### src/rtl/uart9_rx_pkg.sv
package uart9_rx_pkg;

  typedef enum logic [1:0] {
    RX_IDLE,
    RX_START,
    RX_DATA,
    RX_STOP
  } rx_phase_e;

  typedef struct packed {
    logic nine;
    logic par_en;
    logic par_odd;
    logic wake_addr;
  } rx_cfg_t;

endpackage

### src/rtl/rx_line_sync.sv
module rx_line_sync #(
  parameter int STAGES = 2
) (
  input  logic clk,
  input  logic rst,
  input  logic line_in,
  output logic line_out
);

  logic [STAGES-1:0] chain;

  generate
    if (STAGES == 1) begin : g_single
      always_ff @(posedge clk) begin
        if (rst) chain <= '1;
        else     chain <= line_in;
      end
    end else begin : g_multi
      always_ff @(posedge clk) begin
        if (rst) chain <= '1;
        else     chain <= {chain[STAGES-2:0], line_in};
      end
    end
  endgenerate

  assign line_out = chain[STAGES-1];

endmodule

### src/rtl/rx_frame_ctrl.sv
module rx_frame_ctrl
  import uart9_rx_pkg::*;
#(
  parameter int OVERSAMPLE = 16,
  parameter int BASE_BITS  = 8
) (
  input  logic                 clk,
  input  logic                 rst,
  input  logic                 tick,
  input  logic                 line,
  input  logic                 accept_new,
  input  rx_cfg_t              cfg_live,
  output rx_cfg_t              cfg_q,
  output logic                 frame_done,
  output logic                 stop_bit,
  output logic [BASE_BITS:0]   frame_bits
);

  localparam int MAX_BITS = BASE_BITS + 1;
  localparam int CNT_W    = $clog2(OVERSAMPLE);
  localparam int IDX_W    = $clog2(MAX_BITS);
  localparam logic [CNT_W-1:0] MID_LAST = CNT_W'(OVERSAMPLE / 2 - 1);
  localparam logic [CNT_W-1:0] BIT_LAST = CNT_W'(OVERSAMPLE - 1);
  localparam logic [IDX_W-1:0] IDX_8    = IDX_W'(BASE_BITS - 1);
  localparam logic [IDX_W-1:0] IDX_9    = IDX_W'(BASE_BITS);

  rx_phase_e          phase;
  logic [CNT_W-1:0]   cnt;
  logic [IDX_W-1:0]   idx;
  logic [IDX_W-1:0]   last_idx;
  logic               seen_high;

  assign last_idx   = cfg_q.nine ? IDX_9 : IDX_8;
  assign frame_done = (phase == RX_STOP) && tick && (cnt == BIT_LAST);
  assign stop_bit   = line;

  always_ff @(posedge clk) begin
    if (rst) begin
      phase      <= RX_IDLE;
      cnt        <= '0;
      idx        <= '0;
      frame_bits <= '0;
      cfg_q      <= '0;
      seen_high  <= 1'b0;
    end else begin
      case (phase)
        RX_IDLE: begin
          if (line) seen_high <= 1'b1;
          if (tick && !line && seen_high && accept_new) begin
            phase     <= RX_START;
            cnt       <= '0;
            seen_high <= 1'b0;
          end
        end
        RX_START: begin
          if (tick) begin
            if (cnt == MID_LAST) begin
              cnt <= '0;
              if (!line) begin
                phase      <= RX_DATA;
                idx        <= '0;
                cfg_q      <= cfg_live;
                frame_bits <= '0;
              end else begin
                phase <= RX_IDLE;
              end
            end else begin
              cnt <= cnt + 1'b1;
            end
          end
        end
        RX_DATA: begin
          if (tick) begin
            if (cnt == BIT_LAST) begin
              cnt             <= '0;
              frame_bits[idx] <= line;
              if (idx == last_idx) phase <= RX_STOP;
              else                 idx   <= idx + 1'b1;
            end else begin
              cnt <= cnt + 1'b1;
            end
          end
        end
        RX_STOP: begin
          if (tick) begin
            if (cnt == BIT_LAST) begin
              cnt   <= '0;
              phase <= RX_IDLE;
            end else begin
              cnt <= cnt + 1'b1;
            end
          end
        end
        default: phase <= RX_IDLE;
      endcase
    end
  end

endmodule

### src/rtl/rx_parity_eval.sv
module rx_parity_eval
  import uart9_rx_pkg::*;
#(
  parameter int BASE_BITS = 8
) (
  input  logic [BASE_BITS:0] bits,
  input  rx_cfg_t            cfg,
  output logic               par_bad,
  output logic               top_bit
);

  localparam int MAX_BITS = BASE_BITS + 1;

  logic acc;

  always_comb begin
    acc = 1'b0;
    for (int i = 0; i < MAX_BITS; i++) begin
      if ((i < BASE_BITS) || cfg.nine) acc = acc ^ bits[i];
    end
    par_bad = cfg.par_en & (acc ^ cfg.par_odd);
    top_bit = cfg.nine ? bits[BASE_BITS] : bits[BASE_BITS-1];
  end

endmodule

### src/rtl/rx_status_regs.sv
module rx_status_regs
  import uart9_rx_pkg::*;
#(
  parameter int BASE_BITS = 8
) (
  input  logic                 clk,
  input  logic                 rst,
  input  logic                 frame_done,
  input  logic [BASE_BITS:0]   bits,
  input  rx_cfg_t              cfg,
  input  logic                 stop_bit,
  input  logic                 par_bad,
  input  logic                 top_bit,
  input  logic                 clr_perr,
  input  logic                 irq_en,
  output logic [BASE_BITS-1:0] rx_data,
  output logic                 rx_bit8,
  output logic                 data_ready,
  output logic                 perr_flag,
  output logic                 ferr_flag,
  output logic                 addr_frame,
  output logic                 irq
);

  logic perr_next;

  assign perr_next = (perr_flag & ~clr_perr) | (frame_done & par_bad);

  always_ff @(posedge clk) begin
    if (rst) begin
      rx_data    <= '0;
      rx_bit8    <= 1'b0;
      data_ready <= 1'b0;
      perr_flag  <= 1'b0;
      ferr_flag  <= 1'b0;
      addr_frame <= 1'b0;
      irq        <= 1'b0;
    end else begin
      data_ready <= frame_done;
      addr_frame <= frame_done & cfg.wake_addr & top_bit;
      perr_flag  <= perr_next;
      irq        <= perr_next & irq_en;
      if (frame_done) begin
        rx_data   <= bits[BASE_BITS-1:0];
        rx_bit8   <= cfg.nine & bits[BASE_BITS];
        ferr_flag <= ~stop_bit;
      end
    end
  end

endmodule

### src/rtl/nine_bit_uart_rx.sv
module nine_bit_uart_rx
  import uart9_rx_pkg::*;
#(
  parameter int OVERSAMPLE  = 16,
  parameter int BASE_BITS   = 8,
  parameter int SYNC_STAGES = 2
) (
  input  logic                 clk,
  input  logic                 rst,
  input  logic                 rx_line,
  input  logic                 os_tick,
  input  logic                 cfg_nine,
  input  logic                 cfg_par_en,
  input  logic                 cfg_par_odd,
  input  logic                 cfg_perr_irq_en,
  input  logic                 cfg_wake_addr,
  input  logic                 cfg_halt,
  input  logic                 clr_perr,
  output logic [BASE_BITS-1:0] rx_data,
  output logic                 rx_bit8,
  output logic                 data_ready,
  output logic                 perr_flag,
  output logic                 ferr_flag,
  output logic                 addr_frame,
  output logic                 irq
);

  logic               line_s;
  rx_cfg_t            cfg_live;
  rx_cfg_t            cfg_q;
  logic               frame_done;
  logic               stop_bit;
  logic [BASE_BITS:0] frame_bits;
  logic               par_bad;
  logic               top_bit;

  always_comb begin
    cfg_live.nine      = cfg_nine;
    cfg_live.par_en    = cfg_par_en;
    cfg_live.par_odd   = cfg_par_odd;
    cfg_live.wake_addr = cfg_wake_addr;
  end

  rx_line_sync #(.STAGES(SYNC_STAGES)) u_sync (
    .clk      (clk),
    .rst      (rst),
    .line_in  (rx_line),
    .line_out (line_s)
  );

  rx_frame_ctrl #(.OVERSAMPLE(OVERSAMPLE), .BASE_BITS(BASE_BITS)) u_ctrl (
    .clk        (clk),
    .rst        (rst),
    .tick       (os_tick),
    .line       (line_s),
    .accept_new (~cfg_halt),
    .cfg_live   (cfg_live),
    .cfg_q      (cfg_q),
    .frame_done (frame_done),
    .stop_bit   (stop_bit),
    .frame_bits (frame_bits)
  );

  rx_parity_eval #(.BASE_BITS(BASE_BITS)) u_par (
    .bits    (frame_bits),
    .cfg     (cfg_q),
    .par_bad (par_bad),
    .top_bit (top_bit)
  );

  rx_status_regs #(.BASE_BITS(BASE_BITS)) u_stat (
    .clk        (clk),
    .rst        (rst),
    .frame_done (frame_done),
    .bits       (frame_bits),
    .cfg        (cfg_q),
    .stop_bit   (stop_bit),
    .par_bad    (par_bad),
    .top_bit    (top_bit),
    .clr_perr   (clr_perr),
    .irq_en     (cfg_perr_irq_en),
    .rx_data    (rx_data),
    .rx_bit8    (rx_bit8),
    .data_ready (data_ready),
    .perr_flag  (perr_flag),
    .ferr_flag  (ferr_flag),
    .addr_frame (addr_frame),
    .irq        (irq)
  );

endmodule

### config.mk
export PLATFORM = sky130hd
export DESIGN_NAME = nine_bit_uart_rx
export DESIGN_NICKNAME = d
export VERILOG_FILES = /design/src/rtl/uart9_rx_pkg.sv /design/src/rtl/rx_line_sync.sv /design/src/rtl/rx_frame_ctrl.sv /design/src/rtl/rx_parity_eval.sv /design/src/rtl/rx_status_regs.sv /design/src/rtl/nine_bit_uart_rx.sv
export SDC_FILE = /design/constraint.sdc
export NUM_CORES = 1
export LEC_CHECK = 0
export BUFFER_PORTS_ARGS = -buffer_cell sky130_fd_sc_hd__buf_2
export CORE_ASPECT_RATIO = 1.75
export CORE_UTILIZATION = 60
export DETAILED_ROUTE_END_ITERATION = 6
export HOLD_SLACK_MARGIN = 0.15
export PLACE_DENSITY = 0.92
export SYNTH_ARGS = -nofsm -noshare
export SYNTH_HDL_FRONTEND = slang
export SYNTH_SLANG_ARGS = --single-unit
### constraint.sdc
create_clock -name clk -period 3.05 [get_ports clk]
set_input_delay 0.305 -clock clk [delete_from_list [all_inputs] [get_ports clk]]
set_output_delay 0.305 -clock clk [all_outputs]
set_load 0.005 [all_outputs]
-- After elaboration in Yosys (flattened, before gate mapping)
Cells that the tools add are included.
- eq/ne operators: 17
- reductions and logical operators: 17
- add/sub/neg operators: 2
- order comparisons: 2
- bitwise gates (word level): 20
- mux-type cells: 37
- operator list (kind ; number):
    two-way mux 4 bit ; 12
    two-way mux 9 bit ; 5
    two-way mux 2 bit ; 9
    one-hot mux 9 bit (2 select lines) ; 1
    inequality test 2 bit (second input constant) ; 6
    one-hot mux 4 bit (3 select lines) ; 1
    inequality test 2 x 1 -> 1 bit (second input constant) ; 5
    bitwise mux 9 bit ; 1
    XOR 1 bit ; 9
    adder 4 x 1 -> 4 bit (second input constant) ; 2
    one-hot mux 2 bit (4 select lines) ; 1
    one-hot mux 4 bit (2 select lines) ; 1
    AND reduction 8 bit ; 1
    bitwise AND 1 bit ; 7
    AND reduction 7 bit ; 1
    logical AND 1 bit ; 6
    AND reduction 6 bit ; 1
    < comparator 4 x 5 -> 1 bit (second input constant) ; 1
    two-way mux 1 bit ; 5
    demux 1 bit (select 4 bit) ; 1
    equality test 2 bit (second input constant) ; 2
    equality test 4 x 3 -> 1 bit (second input constant) ; 1
    equality test 4 bit ; 1
    equality test 4 bit (second input constant) ; 1
    11 further kinds ; 14
- flip-flop bits (word level): 40
- output and inout port bits: 14
- word-level logic and storage cells: 112

-- Longest topological paths before layout
- depth in word-level cells: 14
- depth in mapped cells: 7

-- Hierarchy
A second synthesis with hierarchy kept.
- cell total of the unflattened synthesis: 206
- area, all modules: 1970.6 um^2
- by module, submodules not included (module ; instances ; sequential area each (um^2) ; area an instance (um^2) ; cells each):
    rx_frame_ctrl ; 1 ; 480.5 ; 1317.5 ; 146
    rx_status_regs ; 1 ; 280.3 ; 479.2 ; 44
    rx_parity_eval ; 1 ; 0.0 ; 117.6 ; 11
    rx_line_sync ; 1 ; 40.0 ; 52.6 ; 4
    nine_bit_uart_rx ; 1 ; 0.0 ; 3.8 ; 1

-- Least setup slack after synthesis
OpenSTA, ideal clock, no wires.
- path kind: register to register
- start: register u_ctrl.cnt[0]
- end: register u_ctrl.idx[2]
- library setup time: 70 ps
- data required time: 2980 ps
- setup slack: 1354 ps
- cell stages (with the launch flop): 7
- arrival time: 1626 ps
- path through: dfxtp_1 > ha_1 > and4_1 > clkbuf_1 > nand3_1 > or4_1 > a21oi_1
- word-level cells in the longest chain between the ends: 3
- RTL lines (what ; RTL line ; text):
    from (decl) ; rx_frame_ctrl.sv:28 ; logic [CNT_W-1:0] cnt;
    from (signal assigned) ; rx_frame_ctrl.sv:68 ; cnt <= cnt + 1'b1;
    from (signal assigned) ; rx_frame_ctrl.sv:80 ; cnt <= cnt + 1'b1;
    from (signal assigned) ; rx_frame_ctrl.sv:90 ; cnt <= cnt + 1'b1;
    equality test 4 bit or equality test 4 x 3 -> 1 bit (tied branches) ; rx_frame_ctrl.sv:74, rx_frame_ctrl.sv:57 ;
    inequality test 2 x 1 -> 1 bit (no line) ; n/a ;
    AND reduction 7 bit (no line) * ; n/a ;
    to (signal assigned) ; rx_frame_ctrl.sv:78 ; else idx <= idx + 1'b1;
    to (decl) ; rx_frame_ctrl.sv:29 ; logic [IDX_W-1:0] idx;
Every way passes the cells marked *; elsewhere a longest branch is shown, timed or not.
A chain may end at the register's enable or synchronous reset.

-- Worst setup path after layout
- start: register u_ctrl.cnt[0]
- end: register u_stat.irq
- word-level cells in the longest chain between the ends: 5
- RTL lines (what ; RTL line ; text):
    equality test 4 bit ; rx_frame_ctrl.sv:34 ; assign frame_done = (phase == RX_STOP) && tick && (cnt == BIT_LAST);
    logical AND 1 bit ; rx_frame_ctrl.sv:34 ;
    bitwise AND 1 bit ; rx_status_regs.sv:27 ; assign perr_next = (perr_flag & ~clr_perr) | (frame_done & par_bad);
    OR 1 bit ; rx_status_regs.sv:27 ;
    bitwise AND 1 bit ; rx_status_regs.sv:42 ; irq <= perr_next & irq_en;
    to (signal assigned) ; rx_status_regs.sv:42 ;
    to (decl) ; rx_status_regs.sv:22 ; output logic irq
Every way passes these cells.

==> flow_metrics.env <==
export IMPL_p_switching_mw=0.190
export IMPL_die_width_um=44.7
export IMPL_min_to="u_sync.chain[0]"
export IMPL_critPathTopFamily="simple AND/OR/NAND/NOR gates"
export IMPL_report_final_hold_viol_count=0
export IMPL_pwr_density_cell_nw_per_um2=450
export IMPL_cts_buffer_depth=2
export IMPL_rsz0062_at_grt="no"
export IMPL_cts_tree="yes"
export IMPL_yosysSeqAreaShare=0.419
export IMPL_postSynthCellCount=218
export IMPL_top_level_ports=25
export IMPL_synth_area_um2=1910
export IMPL_ctsHoldBuffers=0
export IMPL_min_path_type="in -> reg"
export IMPL_ys_flop_type="dfxtp_1"
export IMPL_wirelength_um=4020
export IMPL_start_util=0.646
export IMPL_fin_util=0.725
export IMPL_reg2reg_setup_slack_ps=1110
export IMPL_outcome="finished clean"
export IMPL_place_congestion=0.818
export IMPL_rr_endpoint="u_stat.irq"
export IMPL_insertedDiodeCount=0
export IMPL_p_leak_nw=0.834
export IMPL_slew_headroom=0.532
export IMPL_slowest_stage="or4b_4"
export IMPL_crit_chain="ha_1 -> nand4_1 -> nor3_1 -> or4b_4 -> a31oi_1"
export IMPL_grtUsageTotal=0.265
export IMPL_grt_pass1_wl_um=6960
export IMPL_antenna_left=0
export IMPL_drt_initial_drc_count=32
export IMPL_yosysUniqueCellTypes=47
export IMPL_internal_power_mw=0.775
export IMPL_finalNetCount=254
export IMPL_clock_fmax_ghz=0.516
export IMPL_firstDrtPassIters=4
export IMPL_h_tree_depth=2
export IMPL_fillers=233
export IMPL_antenna_found_initial=0
export IMPL_num_rows=26
export IMPL_fin_crit_sh=0.635
export IMPL_swShare=0.197
export IMPL_min_period_ps=1940
export IMPL_comb_power_share=0.023
export IMPL_path_max_fanout=8
export IMPL_reg2reg_from="u_ctrl.cnt[0]"
export IMPL_wire_per_inst_um=14.3
export IMPL_grt_pass1_vias=1572
export IMPL_setup_viol=0
export IMPL_ys_warn_count=0
export IMPL_seq_area_um2=801
export IMPL_syn2layout_area_growth_pct=12.3
export IMPL_multi_input_area_um2=1040
export IMPL_clk_pin_slew_ps=70
export IMPL_cts_setup_buffers=0
export IMPL_die_h_um=76.7
export IMPL_grt_max_degree=41
export IMPL_synth_enable_flop_cells=0
export IMPL_cts_sinks=40
export IMPL_clkLatencyLatePin_ps=280
export IMPL_worstSetupEndpointType="flip-flop"
export IMPL_worstSetupPathType="reg -> reg"
export IMPL_worstSetupStartpointType="flip-flop"
export IMPL_worstPathArrival_ps=2160
export IMPL_fin_setup_tns_ps=0
export IMPL_slew_violations=0
export IMPL_numCtsBuffers=5
export IMPL_vias=1663
export IMPL_crit_required_ps=3270
export IMPL_path_buf_inv=0
export IMPL_met1_length_um=1570
export IMPL_synth_nets=234
export IMPL_seq_power_share=0.545
export IMPL_yosys_register_bits=40
export IMPL_coreArea_um2=2960
export IMPL_worst_pin_slew_ps=692
export IMPL_dieArea_um2=3430
export IMPL_peakVddDrop_uv=455
export IMPL_ff2ff_path_depth=5
export IMPL_layout_drive_gt1_share=0.176
export IMPL_skew_ps=3.78
export IMPL_route_met3_wl_um=82
export IMPL_cts_resized=0
export IMPL_worstHoldStart="rx_line"
export IMPL_place_hpwl_um=2840
export IMPL_total_power_mw=0.966
export IMPL_drc=0
export IMPL_top_layer="met4"
export IMPL_pwr_share_clk=0.432
export IMPL_hold_depth=2
export IMPL_ys_async_sr_fraction=0
export IMPL_grt_overflow_total=0
export IMPL_cts_root_buffer="clkbuf_8"
export IMPL_met2_length_um=2240
export IMPL_viasPerCell=5.92
export IMPL_maxCapViolCount=0
export IMPL_max_stage_delay_ps=510
export IMPL_avgSynthCellArea_um2=8.77
export IMPL_port_buffers=24
[metal layers]
| metal | up-vias | global-route usage |
|---|---|---|
| met1 | 787 | 0.283 |
| li1 | 828 | - |
| met2 | 34 | 0.468 |
| met4 | 0 | 0.145 |
| met3 | 14 | 0.0400 |
| met5 | - | 0 |
[metrics by stage]
stage,hold WS [ps],area [µm²],cells,worst slack (ps)
6_report,203,2150,281,1110
5_1_grt,217,2150,281,902
4_1_cts,202,2150,281,1110
3_5_place_dp,397,2040,273,1140
3_3_place_gp,394,2040,273,1190
2_1_floorplan,389,1910,218,1350
[area by class of cell]
class,count,share of cell area
timing repair buffer,24,0.0559
clock buffer,6,0.0338
clock inverter,2,0.0163
sequential,40,0.373
multi-input combinational,161,0.486
tap,42,0.0245
inverter,6,0.0105
[worst max path at each step]
stage	end	startpoint	cells after the start	slack (ps)
detailed placement	u_stat.rx_data[2]	u_ctrl.cnt[0]	5	1140
finish	u_stat.irq	u_ctrl.cnt[0]	5	1110
CTS	u_stat.irq	u_ctrl.cnt[0]	5	1110
global placement	u_stat.irq	u_ctrl.cnt[0]	5	1190
floorplan	u_ctrl.idx[2]	u_ctrl.cnt[0]	6	1350
global route	u_stat.rx_data[2]	u_ctrl.cnt[1]	5	900
[Yosys cell counts (all sizes together), types with 5 or more instances]
library cell  number  area (µm²)
a21oi             29         145
clkbuf             8        30.0
dfxtp             40         801
ha                 5        62.6
inv                6        22.5
mux2i             10         100
nand2             22        82.6
nand3              9        45.0
nor2              16        60.1
o21ai             11        55.1
[power groups by stage]
stage          Sequential [mW]  Clock (mW)  Combinational, mW
3_3_place_gp             0.539           0             0.0220
3_5_place_dp             0.539           0             0.0222
4_1_cts                  0.526       0.422             0.0224
6_report                 0.527       0.417             0.0223
5_1_grt                  0.527       0.450             0.0246
2_1_floorplan            0.538           0             0.0141
[placed cells by master, fill, tap and decap left out, types with 3 or more instances in the layout]
cell type	count
xnor2_1	3
a21oi_1	29
nand3b_1	3
nand2_1	22
buf_2	24
nand2b_1	3
a31oi_1	3
inv_1	6
nor2_1	16
mux2i_1	10
or2_2	3
nor3_1	3
o21ai_0	11
nand3_1	9
ha_1	5
dfxtp_1	40
clkbuf_8	5
and3_1	3
[state kept, by name, indices dropped and copies added (netlist names), 2 cells and up, named ones only]
name               cells
u_ctrl.frame_bits      9
u_stat.rx_data         8
u_ctrl.cfg_q           4
u_ctrl.cnt             4
u_ctrl.idx             4
u_sync.chain           2
[cell families after synthesis]
family          share of synthesized area
flops                               0.419
fa+ha+maj                          0.0327
mux                                0.0524
buf+inv                            0.0353
compound gates                      0.168
xor+xnor                           0.0419
simple gates                        0.251
(Power assumes the default switching activity.)
